--- src/rtl/sar_port_pkg.sv ---
package sar_port_pkg;

    localparam int RES_W = 16;
    localparam int CMD_W = 8;
    localparam int CNT_W = 6;
    localparam int CMD_CNT_W = $clog2(CMD_W + 1);
    localparam int PIN_W = 4;

    // pin positions inside the synchronized vector
    localparam int PIN_CS   = 0;
    localparam int PIN_SCLK = 1;
    localparam int PIN_DIN  = 2;
    localparam int PIN_FS   = 3;

    typedef enum logic [1:0] {
        PS_IDLE   = 2'd0,
        PS_ARMED  = 2'd1,
        PS_ACTIVE = 2'd2,
        PS_DONE   = 2'd3
    } port_state_e;

    typedef struct packed {
        logic sclk_rise;
        logic sclk_fall;
        logic cs_fall;
        logic cs_high;
        logic din;
        logic fsync;
    } pin_events_t;

    // falling edge on which the result MSB is presented
    function automatic logic [CNT_W-1:0] msb_edge(input logic wide);
        return wide ? CNT_W'(16) : CNT_W'(8);
    endfunction

    // falling edge on which the frame is complete
    function automatic logic [CNT_W-1:0] last_edge(input logic wide);
        return msb_edge(wide) + CNT_W'(RES_W);
    endfunction

endpackage

--- src/rtl/sar_port_sync.sv ---
module sar_port_sync #(
    parameter int W = 4,
    parameter logic [W-1:0] RST_VAL = '0
) (
    input  logic         clk,
    input  logic         rst,
    input  logic [W-1:0] d,
    output logic [W-1:0] q
);
    logic [W-1:0] stage1;
    logic [W-1:0] stage2;

    for (genvar i = 0; i < W; i++) begin : g_bit
        always_ff @(posedge clk) begin
            if (rst) begin
                stage1[i] <= RST_VAL[i];
                stage2[i] <= RST_VAL[i];
            end else begin
                stage1[i] <= d[i];
                stage2[i] <= stage1[i];
            end
        end
    end

    assign q = stage2;
endmodule

--- src/rtl/sar_port_events.sv ---
module sar_port_events
    import sar_port_pkg::*;
(
    input  logic        clk,
    input  logic        rst,
    input  logic        cs_n,
    input  logic        sclk,
    input  logic        din,
    input  logic        fsync_in,
    output pin_events_t ev
);
    localparam logic [PIN_W-1:0] PIN_RST = PIN_W'(1) << PIN_CS;

    logic [PIN_W-1:0] raw_pins;
    logic [PIN_W-1:0] sync_pins;
    logic             sclk_prev;
    logic             cs_prev;

    always_comb begin
        raw_pins           = '0;
        raw_pins[PIN_CS]   = cs_n;
        raw_pins[PIN_SCLK] = sclk;
        raw_pins[PIN_DIN]  = din;
        raw_pins[PIN_FS]   = fsync_in;
    end

    sar_port_sync #(
        .W       (PIN_W),
        .RST_VAL (PIN_RST)
    ) u_sync (
        .clk (clk),
        .rst (rst),
        .d   (raw_pins),
        .q   (sync_pins)
    );

    always_ff @(posedge clk) begin
        if (rst) begin
            sclk_prev <= 1'b0;
            cs_prev   <= 1'b1;
        end else begin
            sclk_prev <= sync_pins[PIN_SCLK];
            cs_prev   <= sync_pins[PIN_CS];
        end
    end

    always_comb begin
        ev.sclk_rise = sync_pins[PIN_SCLK] & ~sclk_prev;
        ev.sclk_fall = ~sync_pins[PIN_SCLK] & sclk_prev;
        ev.cs_fall   = ~sync_pins[PIN_CS] & cs_prev;
        ev.cs_high   = sync_pins[PIN_CS];
        ev.din       = sync_pins[PIN_DIN];
        ev.fsync     = sync_pins[PIN_FS];
    end
endmodule

--- src/rtl/sar_port_frame.sv ---
module sar_port_frame
    import sar_port_pkg::*;
(
    input  logic             clk,
    input  logic             rst,
    input  logic             dsp_mode,
    input  logic             width16,
    input  logic             cs_high,
    input  logic             sclk_rise,
    input  logic             sclk_fall,
    input  logic             fsync,
    input  logic [RES_W-1:0] result,
    output logic             frame_start,
    output logic             cmd_strobe,
    output logic             dout,
    output logic             fsync_out
);
    port_state_e      state;
    logic [CNT_W-1:0] fall_cnt;
    logic [CNT_W-1:0] fall_next;
    logic [RES_W-1:0] shreg;

    assign fall_next = fall_cnt + CNT_W'(1);

    always_comb begin
        frame_start = 1'b0;
        if (!cs_high) begin
            if (state == PS_IDLE && !dsp_mode)
                frame_start = 1'b1;
            else if (state == PS_ARMED && sclk_fall && fsync)
                frame_start = 1'b1;
        end
    end

    assign cmd_strobe = !cs_high && (state == PS_ACTIVE) &&
                        (dsp_mode ? sclk_fall : sclk_rise);

    always_ff @(posedge clk) begin
        if (rst || cs_high) begin
            state     <= PS_IDLE;
            fall_cnt  <= '0;
            shreg     <= '0;
            fsync_out <= 1'b0;
        end else begin
            case (state)
                PS_IDLE: begin
                    fall_cnt <= '0;
                    shreg    <= '0;
                    state    <= dsp_mode ? PS_ARMED : PS_ACTIVE;
                end
                PS_ARMED: begin
                    if (sclk_fall && fsync) begin
                        fall_cnt <= '0;
                        shreg    <= '0;
                        state    <= PS_ACTIVE;
                    end
                end
                PS_ACTIVE: begin
                    if (sclk_fall) begin
                        fall_cnt  <= fall_next;
                        fsync_out <= 1'b0;
                        if (fall_next == msb_edge(width16)) begin
                            shreg     <= result;
                            fsync_out <= dsp_mode;
                        end else begin
                            shreg <= {shreg[RES_W-2:0], 1'b0};
                        end
                        if (fall_next == last_edge(width16))
                            state <= dsp_mode ? PS_ARMED : PS_DONE;
                    end
                end
                default: begin
                    state <= PS_DONE;
                end
            endcase
        end
    end

    assign dout = shreg[RES_W-1];
endmodule

--- src/rtl/sar_port_cmd.sv ---
module sar_port_cmd
    import sar_port_pkg::*;
(
    input  logic             clk,
    input  logic             rst,
    input  logic             clear,
    input  logic             strobe,
    input  logic             din,
    output logic [CMD_W-1:0] cmd_byte,
    output logic             cmd_valid
);
    logic [CMD_CNT_W-1:0] bit_cnt;
    logic [CMD_W-1:0]     shift;
    logic [CMD_W-1:0]     shift_next;

    assign shift_next = {shift[CMD_W-2:0], din};

    always_ff @(posedge clk) begin
        if (rst) begin
            bit_cnt   <= '0;
            shift     <= '0;
            cmd_byte  <= '0;
            cmd_valid <= 1'b0;
        end else begin
            cmd_valid <= 1'b0;
            if (clear) begin
                bit_cnt <= '0;
                shift   <= '0;
            end else if (strobe && bit_cnt < CMD_CNT_W'(CMD_W)) begin
                shift   <= shift_next;
                bit_cnt <= bit_cnt + CMD_CNT_W'(1);
                if (bit_cnt == CMD_CNT_W'(CMD_W - 1)) begin
                    cmd_byte  <= shift_next;
                    cmd_valid <= 1'b1;
                end
            end
        end
    end
endmodule

--- src/rtl/sar_serial_port.sv ---
module sar_serial_port
    import sar_port_pkg::*;
(
    input  logic             clk,
    input  logic             rst,
    input  logic             cs_n,
    input  logic             sclk,
    input  logic             din,
    input  logic             fsync_in,
    input  logic             dsp_mode,
    input  logic             width16,
    input  logic [RES_W-1:0] conv_data,
    input  logic             conv_done,
    output logic             dout,
    output logic             dout_oe,
    output logic             fsync_out,
    output logic             core_wake,
    output logic             core_shutdown,
    output logic [CMD_W-1:0] cmd_byte,
    output logic             cmd_valid
);
    pin_events_t      ev;
    logic [RES_W-1:0] result_q;
    logic             frame_start;
    logic             cmd_strobe;

    sar_port_events u_events (
        .clk      (clk),
        .rst      (rst),
        .cs_n     (cs_n),
        .sclk     (sclk),
        .din      (din),
        .fsync_in (fsync_in),
        .ev       (ev)
    );

    always_ff @(posedge clk) begin
        if (rst) begin
            result_q      <= '0;
            core_wake     <= 1'b0;
            core_shutdown <= 1'b1;
        end else begin
            if (conv_done)
                result_q <= conv_data;
            core_wake     <= ev.cs_fall;
            core_shutdown <= ev.cs_high;
        end
    end

    sar_port_frame u_frame (
        .clk         (clk),
        .rst         (rst),
        .dsp_mode    (dsp_mode),
        .width16     (width16),
        .cs_high     (ev.cs_high),
        .sclk_rise   (ev.sclk_rise),
        .sclk_fall   (ev.sclk_fall),
        .fsync       (ev.fsync),
        .result      (result_q),
        .frame_start (frame_start),
        .cmd_strobe  (cmd_strobe),
        .dout        (dout),
        .fsync_out   (fsync_out)
    );

    sar_port_cmd u_cmd (
        .clk       (clk),
        .rst       (rst),
        .clear     (frame_start | ev.cs_high),
        .strobe    (cmd_strobe),
        .din       (ev.din),
        .cmd_byte  (cmd_byte),
        .cmd_valid (cmd_valid)
    );

    assign dout_oe = ~cs_n;
endmodule

--- config.mk ---
export PLATFORM = sky130hd
export DESIGN_NAME = sar_serial_port
export DESIGN_NICKNAME = d
export VERILOG_FILES = /design/src/rtl/sar_port_pkg.sv /design/src/rtl/sar_port_sync.sv /design/src/rtl/sar_port_events.sv /design/src/rtl/sar_port_frame.sv /design/src/rtl/sar_port_cmd.sv /design/src/rtl/sar_serial_port.sv
export SDC_FILE = /design/constraint.sdc
export NUM_CORES = 1
export LEC_CHECK = 0
export ABC_AREA = 1
export CORE_MARGIN = 8
export CORE_UTILIZATION = 25
export DETAILED_ROUTE_END_ITERATION = 10
export PLACE_DENSITY = 0.48
export SLEW_MARGIN = 20
export SYNTH_ARGS = -nofsm -noshare
export SYNTH_HDL_FRONTEND = slang
export SYNTH_HIERARCHICAL = 1
export SYNTH_SLANG_ARGS = --single-unit
--- constraint.sdc ---
create_clock -name clk -period 3 [get_ports clk]
set_clock_uncertainty 0.15 [all_clocks]
set_input_delay 0.45 -clock clk [delete_from_list [all_inputs] [get_ports clk]]
set_output_delay 0.45 -clock clk [all_outputs]
set_load 0.05 [all_outputs]
Word level (Yosys, flattened, before mapping). Cells that the tools add are included.

$add $sub $neg: 3. Magnitude comparators: 1. Eq/ne operators: 8. Mux-type cells: 20. Bitwise logic cells: 10. Reduce and logical (&&, ||, !) cells: 18.

Operator list (number): $mux W16 (3); $pmux W16 S3 (1); $pmux W6 S3 (1); $eq A6 B6 Y1 (2); $mux W6 (2); $mux W2 (5); $reduce_and A3 Y1 (3); $logic_and A1 B1 Y1 (7); $add A6 B1 Y6 const B (1); $add A6 B5 Y6 const B (1); $mux W1 (6); $not A1 Y1 (6); $pmux W2 S3 (1); $mux W5 (1); $add A4 B1 Y4 const B (1); $eq A4 B3 Y1 const B (1); $lt A4 B4 Y1 const B (1); $ne A2 B2 Y1 const B (2); $and A1 B1 Y1 (3); $reduce_bool A3 Y1 (1); $reduce_or A3 Y1 (1); $eq A2 B1 Y1 const B (1); $eq A2 B2 Y1 const B (1); $logic_not A1 Y1 (2); other kinds (6) (6).

Bits in registers: 72. Output and inout bits: 14. Word-level logic and storage cells: 80.

Logic depth before layout (Yosys ltp). Gate-level depths: netlist of the first run.

Word-level depth: 10. Mapped depth: 12. Depth with buffers taken out: 11.

Modules after synthesis. The synthesis of the first run kept the hierarchy.

By module, submodules not included: sar_port_frame (instances 1, cells an instance 228, area an instance 1446.4 µm², seq. area each 500.5 µm²); sar_port_cmd (instances 1, cells an instance 98, area an instance 819.5 µm², seq. area each 400.4 µm²); sar_serial_port (instances 1, cells an instance 108, area an instance 732.0 µm², seq. area each 360.3 µm²); sar_port_sync (instances 1, cells an instance 25, area an instance 224.0 µm², seq. area each 160.2 µm²); sar_port_events (instances 1, cells an instance 12, area an instance 77.6 µm², seq. area each 40.0 µm²).

Worst setup path after synthesis of the first run. Ideal clock, no wire load.

Path kind: reg2reg. Start point: reg u_frame.fall_cnt[0]. End point: reg u_frame.shreg[5]. Setup time: 0.132 ns. Data arrival time: 1.545 ns. Data required time: 2.718 ns. Slack: 1.173 ns. Cell stages (with the launch flop): 12. Path through: dfxtp_1 -> ha_1 -> nand3_1 -> nand2_1 -> nand2_1 -> nand2_1 -> nand2_2 -> nor2_8 -> buf_2 -> nand3_1 -> nand3_1 -> a21oi_1.

Word-level cells in the longest chain between the ends: 5.

Ends and longest elaborated chain: start, declared (line sar_port_frame.sv:19) `logic [CNT_W-1:0] fall_cnt;`; start signal, assigned (line sar_port_frame.sv:60) `fall_cnt <= fall_next;`; $add A6 B1 Y6 (line sar_port_frame.sv:23) `assign fall_next = fall_cnt + CNT_W'(1);`; $eq A6 B6 Y1 (line sar_port_frame.sv:62) `if (fall_next == msb_edge(width16)) begin`; $mux W16 (line sar_port_frame.sv:62); $mux W16 (line sar_port_frame.sv:59) `if (sclk_fall) begin`; $pmux W16 S3 (line sar_port_frame.sv:45) `case (state)`; end signal, assigned (line sar_port_frame.sv:63) `shreg <= result;`; end signal, assigned (line sar_port_frame.sv:66) `shreg <= {shreg[RES_W-2:0], 1'b0};`; end, declared (line sar_port_frame.sv:21) `logic [RES_W-1:0] shreg;`.

No other way between the ends. The select of a mux whose other input is x is not followed. A chain may end at the register's enable or synchronous reset.

Final worst setup path of the first run.
Start point: in cs_n. End point: out dout_oe.

Word-level cells in the longest chain between the ends: 1.

Ends and longest elaborated chain: start, declared (line sar_serial_port.sv:6) `input logic cs_n,`; $not A1 Y1 (line sar_serial_port.sv:76) `assign dout_oe = ~cs_n;`; end, declared (line sar_serial_port.sv:15) `output logic dout_oe,`.

No other way between the ends.

==> flow_metrics.env, run 1 <==
export IMPL_status="finished clean"
export IMPL_rsz0062_at_grt="false"
export IMPL_ant_nets=0
export IMPL_p_sw_share_pct=20.2
export IMPL_required_ns=2.40
export IMPL_drtIter0Drc=100
export IMPL_total_power_w=0.00237
export IMPL_synth_edff_count=0
export IMPL_async_reset_ff_share_pct=0
export IMPL_io_pin_count=39
export IMPL_p_switching_w=0.000479
export IMPL_yosys_area_top_type="dfxtp_1"
export IMPL_dieArea_um2=17100
export IMPL_post_drt_wl_per_cell_um=9.56
export IMPL_std_cell_rows=42
export IMPL_h_tree_depth=3
export IMPL_cp_arrival_ns=1.73
export IMPL_layout_setup_ws_ns=0.672
export IMPL_period_share_pct=77.6
export IMPL_nets=534
export IMPL_area_growth_pct=26.1
export IMPL_pwr_share_comb_pct=5.2
export IMPL_finalMaxSlewViolations=0
export IMPL_clkTransAtPathRegs_ns=0.06
export IMPL_cts_sinks=73
export IMPL_p_seq_share_pct=42.3
export IMPL_firstDrtPassIters=4
export IMPL_placed_area_um2=3810
export IMPL_numCtsBuffers=9
export IMPL_dp_slack_ns=0.399
export IMPL_syn_area_um2=3300
export IMPL_grt_pass1_vias=2702
export IMPL_seq_area_frac_synth_pct=44.3
export IMPL_period_needed_ns=2.33
export IMPL_cp_max_fo=2
export IMPL_ys_flop_type="dfxtp_1"
export IMPL_dp_hpwl_um=4610
export IMPL_ctsResizeCount=0
export IMPL_fmax_ghz=0.430
export IMPL_synthTopCellsByCount="110 x nand2_1, 85 x inv_1, 73 x dfxtp_1"
export IMPL_diodes=0
export IMPL_setup_tns_final_ns=0
export IMPL_port_buffers=38
export IMPL_powerDensity_nw_per_um2=569
export IMPL_grt_overflow=0
export IMPL_fin_area_um2=4160
export IMPL_gp_congestion=0.785
export IMPL_peakVddDrop_mv=0.286
export IMPL_antenna_found_initial=0
export IMPL_wl_um=6570
export IMPL_p_leak_nw=1.77
export IMPL_min_path_type="flop to flop"
export IMPL_cts_buffer_depth=2
export IMPL_ys_warnings_count=6
export IMPL_initial_core_util_pct=25.2
export IMPL_hold_violations=0
export IMPL_p_int_w=0.00189
export IMPL_netlist_area_leader_share_pct=44.3
export IMPL_slew_headroom_pct=62.4
export IMPL_p_clk_share_pct=52.4
export IMPL_coreArea_um2=13100
export IMPL_grt_max_degree=33
export IMPL_endpoint_kind="output pin"
export IMPL_via_count=2738
export IMPL_avgSynthCellArea_um2=7.01
export IMPL_hold_buffers=0
export IMPL_die_x_um=131
export IMPL_cts_tree="done"
export IMPL_drv_cap=0
export IMPL_ys_ff_latch=73
export IMPL_critPathKind="input pin to output pin"
export IMPL_grtUsageTotal_pct=8.44
export IMPL_synth_most_common_cell="nand2_1"
export IMPL_tightest_slew_ns=0.560
export IMPL_final_core_util_pct=31.8
export IMPL_synth_nets=498
export IMPL_root_buffer="clkbuf_16"
export IMPL_drc=0
export IMPL_post_cts_setup_buffer_count=0
export IMPL_die_y_um=131
export IMPL_viasPerCell=3.98
export IMPL_setup_viol=0
export IMPL_drive_above_1_share_pct=10.4
export IMPL_worstSkewPairLatency_ns=0.33
export IMPL_synth_area_top_cells="dfxtp_1 44%, nand2_1 13%, inv_1 9.7%, nor2_1 6.3%, nand3_1 6.2%"
export IMPL_synth_cells=471
export IMPL_critPathLaunchType="input pin"
export IMPL_synth_distinct_cells=30
export IMPL_grt_pass1_wl_um=11700
==> routing by layer <==
layer	global-route usage (%)	part of all wire [%]
met1	9.78	49
met2	14.1	45
met3	2.27	4.2
met4	4.19	1.5
met5	0	0
==> layout make-up <==
cell class | count | area [um2]
Fill cell | 1426 | 8930
Sequential cell | 73 | 1460
Multi-Input combinational cell | 291 | 1380
Timing Repair Buffer | 42 | 410
Inverter | 90 | 338
Clock buffer | 10 | 239
Tap cell | 176 | 220
Clock inverter | 6 | 113
==> final timing paths <==
check	from	endpoint	slack (ns)	cells past startpoint
worst max-delay path	cs_n	dout_oe	0.67	3
worst min-delay path	u_events/u_sync/stage1[2]	u_events/u_sync/q[2]	0.26	2
worst max register to register	u_events/sclk_prev	u_cmd/shift[6]	0.76	7
worst min register to register	u_events/u_sync/stage1[2]	u_events/u_sync/q[2]	0.26	2
==> state kept, by name, summed over array words and instances, names as in the netlist <==
signal / count
result_q: 16
u_frame/shreg: 16
u_cmd/cmd_byte: 8
u_cmd/shift: 7
u_frame/fall_cnt: 6
u_cmd/bit_cnt: 4
u_events/u_sync/q: 4
u_events/u_sync/stage1: 4
u_frame/state: 2
core_shutdown: 1
core_wake: 1
u_cmd/cmd_valid: 1
u_events/cs_prev: 1
u_events/sclk_prev: 1
u_frame/fsync_out: 1
==> worst max-delay path: stages <==
cell	delay [ns]
clkdlybuf4s50_1	0.42
inv_1	0.06
clkdlybuf4s50_1	0.80
==> cells in the final DEF, fill, tap and decap left out, types with 2 or more instances in the layout <==
| cell type | Yosys | routed |
|---|---|---|
| a21oi_1 | 33 | 33 |
| nor2_2 | 14 | 14 |
| nor2_1 | 55 | 55 |
| inv_6 | 0 | 2 |
| clkbuf_16 | 0 | 9 |
| nor2_8 | 2 | 2 |
| nor3_1 | 4 | 4 |
| dfxtp_1 | 73 | 73 |
| o21ai_0 | 9 | 9 |
| inv_2 | 4 | 4 |
| ha_1 | 2 | 2 |
| or2_2 | 3 | 3 |
| xor2_1 | 2 | 2 |
| clkdlybuf4s50_1 | 0 | 38 |
| nand2_4 | 2 | 2 |
| nand3_1 | 41 | 41 |
| buf_4 | 2 | 4 |
| nand2_2 | 6 | 6 |
| inv_1 | 85 | 85 |
| nand2_1 | 110 | 110 |
| nand4_1 | 2 | 2 |
| bufinv_16 | 0 | 3 |
==> power by group through the flow <==
stage | Clock, W | Sequential, W | Combinational (W)
4_1_cts | 0.00128 | 0.00100 | 0.000126
3_5_place_dp | 0 | 0.00102 | 0.000126
6_report | 0.00124 | 0.00100 | 0.000124
5_1_grt | 0.00132 | 0.00100 | 0.000143
2_1_floorplan | 0 | 0.00102 | 0.0000742
3_3_place_gp | 0 | 0.00102 | 0.000125
==> metrics by stage <==
step / hold slack (ns) / cells
2_1_floorplan: 0.236 / 471
3_3_place_gp: 0.244 / 672
3_5_place_dp: 0.248 / 672
4_1_cts: 0.259 / 688
5_1_grt: 0.279 / 688
6_report: 0.257 / 688
==> cells by family after synthesis <==
logic type / share of synthesized area (%)
simple gates: 33.1
buf+inv: 14.0
flops: 44.3
compound gates: 7.05
xor+xnor: 0.531
fa+ha+maj: 0.758
mux: 0.303
Power figures use the tool's default switching activity.
==> run 2, diff against run 1 <==
Clock period 3 ns to 2.3 ns, I/O delays scaled along.
==> flow_metrics.env, run 2 (synthesis gave the netlist of run 1 again) <==
export IMPL_final_cell_mix="110 x nand2_1, 85 x inv_1, 73 x dfxtp_1"
export IMPL_hold_depth=2
export IMPL_cts_buffer_depth=2
export IMPL_wl_um=6700
export IMPL_std_cell_rows=42
export IMPL_critical_path_top_delay_family="buffers and inverters"
export IMPL_diodes=0
export IMPL_worstHoldStart="u_events/u_sync/stage1[1]"
export IMPL_clkTransAtPathRegs_ns=0.06
export IMPL_dp_hpwl_um=4660
export IMPL_finalMaxSlewViolations=0
export IMPL_post_cts_setup_buffer_count=0
export IMPL_grt_overflow=0
export IMPL_endpoint_kind="output pin"
export IMPL_rsz0062_at_grt="false"
export IMPL_hold_violations=0
export IMPL_area_growth_pct=26.4
export IMPL_die_x_um=131
export IMPL_min_path_type="flop to flop"
export IMPL_ctsResizeCount=0
export IMPL_initial_core_util_pct=25.2
export IMPL_path_cells="clkdlybuf4s50_1"
export IMPL_total_power_w=0.00300
export IMPL_slew_headroom_pct=64.0
export IMPL_setup_tns_final_ns=0
export IMPL_dieArea_um2=17100
export IMPL_multiInputGateArea_um2=1380
export IMPL_coreArea_um2=13100
export IMPL_root_buffer="clkbuf_16"
export IMPL_worstReg2RegEnd="u_frame/shreg[13]"
export IMPL_layout_commonest_cell="nand2_1"
export IMPL_io_pin_count=39
export IMPL_period_share_pct=86.6
export IMPL_cpPeakStageDelay_ns=0.81
export IMPL_r2r_cells=11
export IMPL_critPathLaunchType="flop"
export IMPL_cp_arrival_ns=1.50
export IMPL_firstDrtPassIters=4
export IMPL_die_y_um=131
export IMPL_path_buf_inv=1
export IMPL_drv_cap=0
export IMPL_drtIter0Drc=164
export IMPL_dp_cells=677
export IMPL_critPathKind="flop to output pin"
export IMPL_reg_top3="result_q x16, u_frame/shreg x16, u_cmd/cmd_byte x8"
export IMPL_final_core_util_pct=31.9
export IMPL_fmax_ghz=0.502
export IMPL_ff_latch_area_um2=1460
export IMPL_required_ns=1.80
export IMPL_post_drt_wl_per_cell_um=9.68
export IMPL_viasPerCell=3.94
export IMPL_port_buffers=38
export IMPL_nets=539
export IMPL_ant_nets=0
export IMPL_gp_congestion=0.775
export IMPL_h_tree_depth=3
export IMPL_cts_tree="done"
export IMPL_cp_max_fo=2
export IMPL_grt_max_degree=33
export IMPL_drive_above_1_share_pct=11.2
export IMPL_grt_pass1_wl_um=11800
export IMPL_p_leak_nw=1.78
export IMPL_worstSkewPairLatency_ns=0.33
export IMPL_drc=0
export IMPL_final_cells=692
export IMPL_via_count=2729
export IMPL_grtUsageTotal_pct=8.47
export IMPL_cpMaxStageDelayCell="clkdlybuf4s50_1"
export IMPL_powerDensity_nw_per_um2=720
export IMPL_tightest_slew_ns=0.540
export IMPL_cts_sinks=73
export IMPL_numCtsBuffers=9
export IMPL_period_needed_ns=1.99
export IMPL_whs_endpoint="u_events/u_sync/q[1]"
export IMPL_hold_buffers=0
export IMPL_setup_viol=0
export IMPL_worst_path_stages=1
export IMPL_grt_pass1_vias=2684
export IMPL_regToRegStartpoint="u_frame/fall_cnt[1]"
export IMPL_rrSetupSlack_ns=0.33
export IMPL_status="finished clean"
export IMPL_nFillCells=1424
export IMPL_antenna_found_initial=0
export IMPL_peakVddDrop_mv=0.336
run 2: layer usage:
metal,track usage (%),part of all wire [%]
met2,14.4,47
met5,0,0
met3,2.64,3.1
met4,2.63,1.1
met1,9.95,49
run 2: report_power, final:
group | switching, W | leakage, nW | internal [W]
registers | 0.0000128 | 0.594 | 0.00129
logic | 0.0000885 | 1.03 | 0.0000755
clock network | 0.000530 | 0.158 | 0.00100
run 2: worst max path at each step:
stage	start	to	slack, ns
after global placement	dsp_mode	u_cmd/cmd_byte[2]	0.08
after global routing	u_frame/fall_cnt[1]	u_frame/shreg[13]	0.13
final	u_frame/shreg[15]	dout	0.31
after CTS	u_frame/shreg[15]	dout	0.28
after floorplan	u_frame/fall_cnt[0]	u_frame/shreg[5]	0.47
after detailed placement	dsp_mode	u_cmd/cmd_byte[2]	0.01
run 2: cell type report:
class	instances	area share, %
multi-input combinational	291	33.0
clock buffer	11	6.06
inverter	90	8.10
clock inverter	4	1.83
tap	176	5.28
timing repair buffer	47	10.7
sequential	73	35.0
run 2: per-stage QoR:
stage               hold slack [ns]  area, um2  setup WS (ns)
CTS                           0.257       4170          0.280
global placement              0.243       3840         0.0832
detailed placement            0.249       3840         0.0125
finish                        0.253       4170          0.309
global route                  0.272       4170          0.130
floorplan                     0.236       3300          0.473
==> run 3, diff against run 2 <==
Settings changed: ABC_CLOCK_PERIOD_IN_PS set to 2300, SLEW_MARGIN 20 to 40.
==> results of run 3 <==
Same layout as run 2: the final DEF is identical, and so are final timing and power.
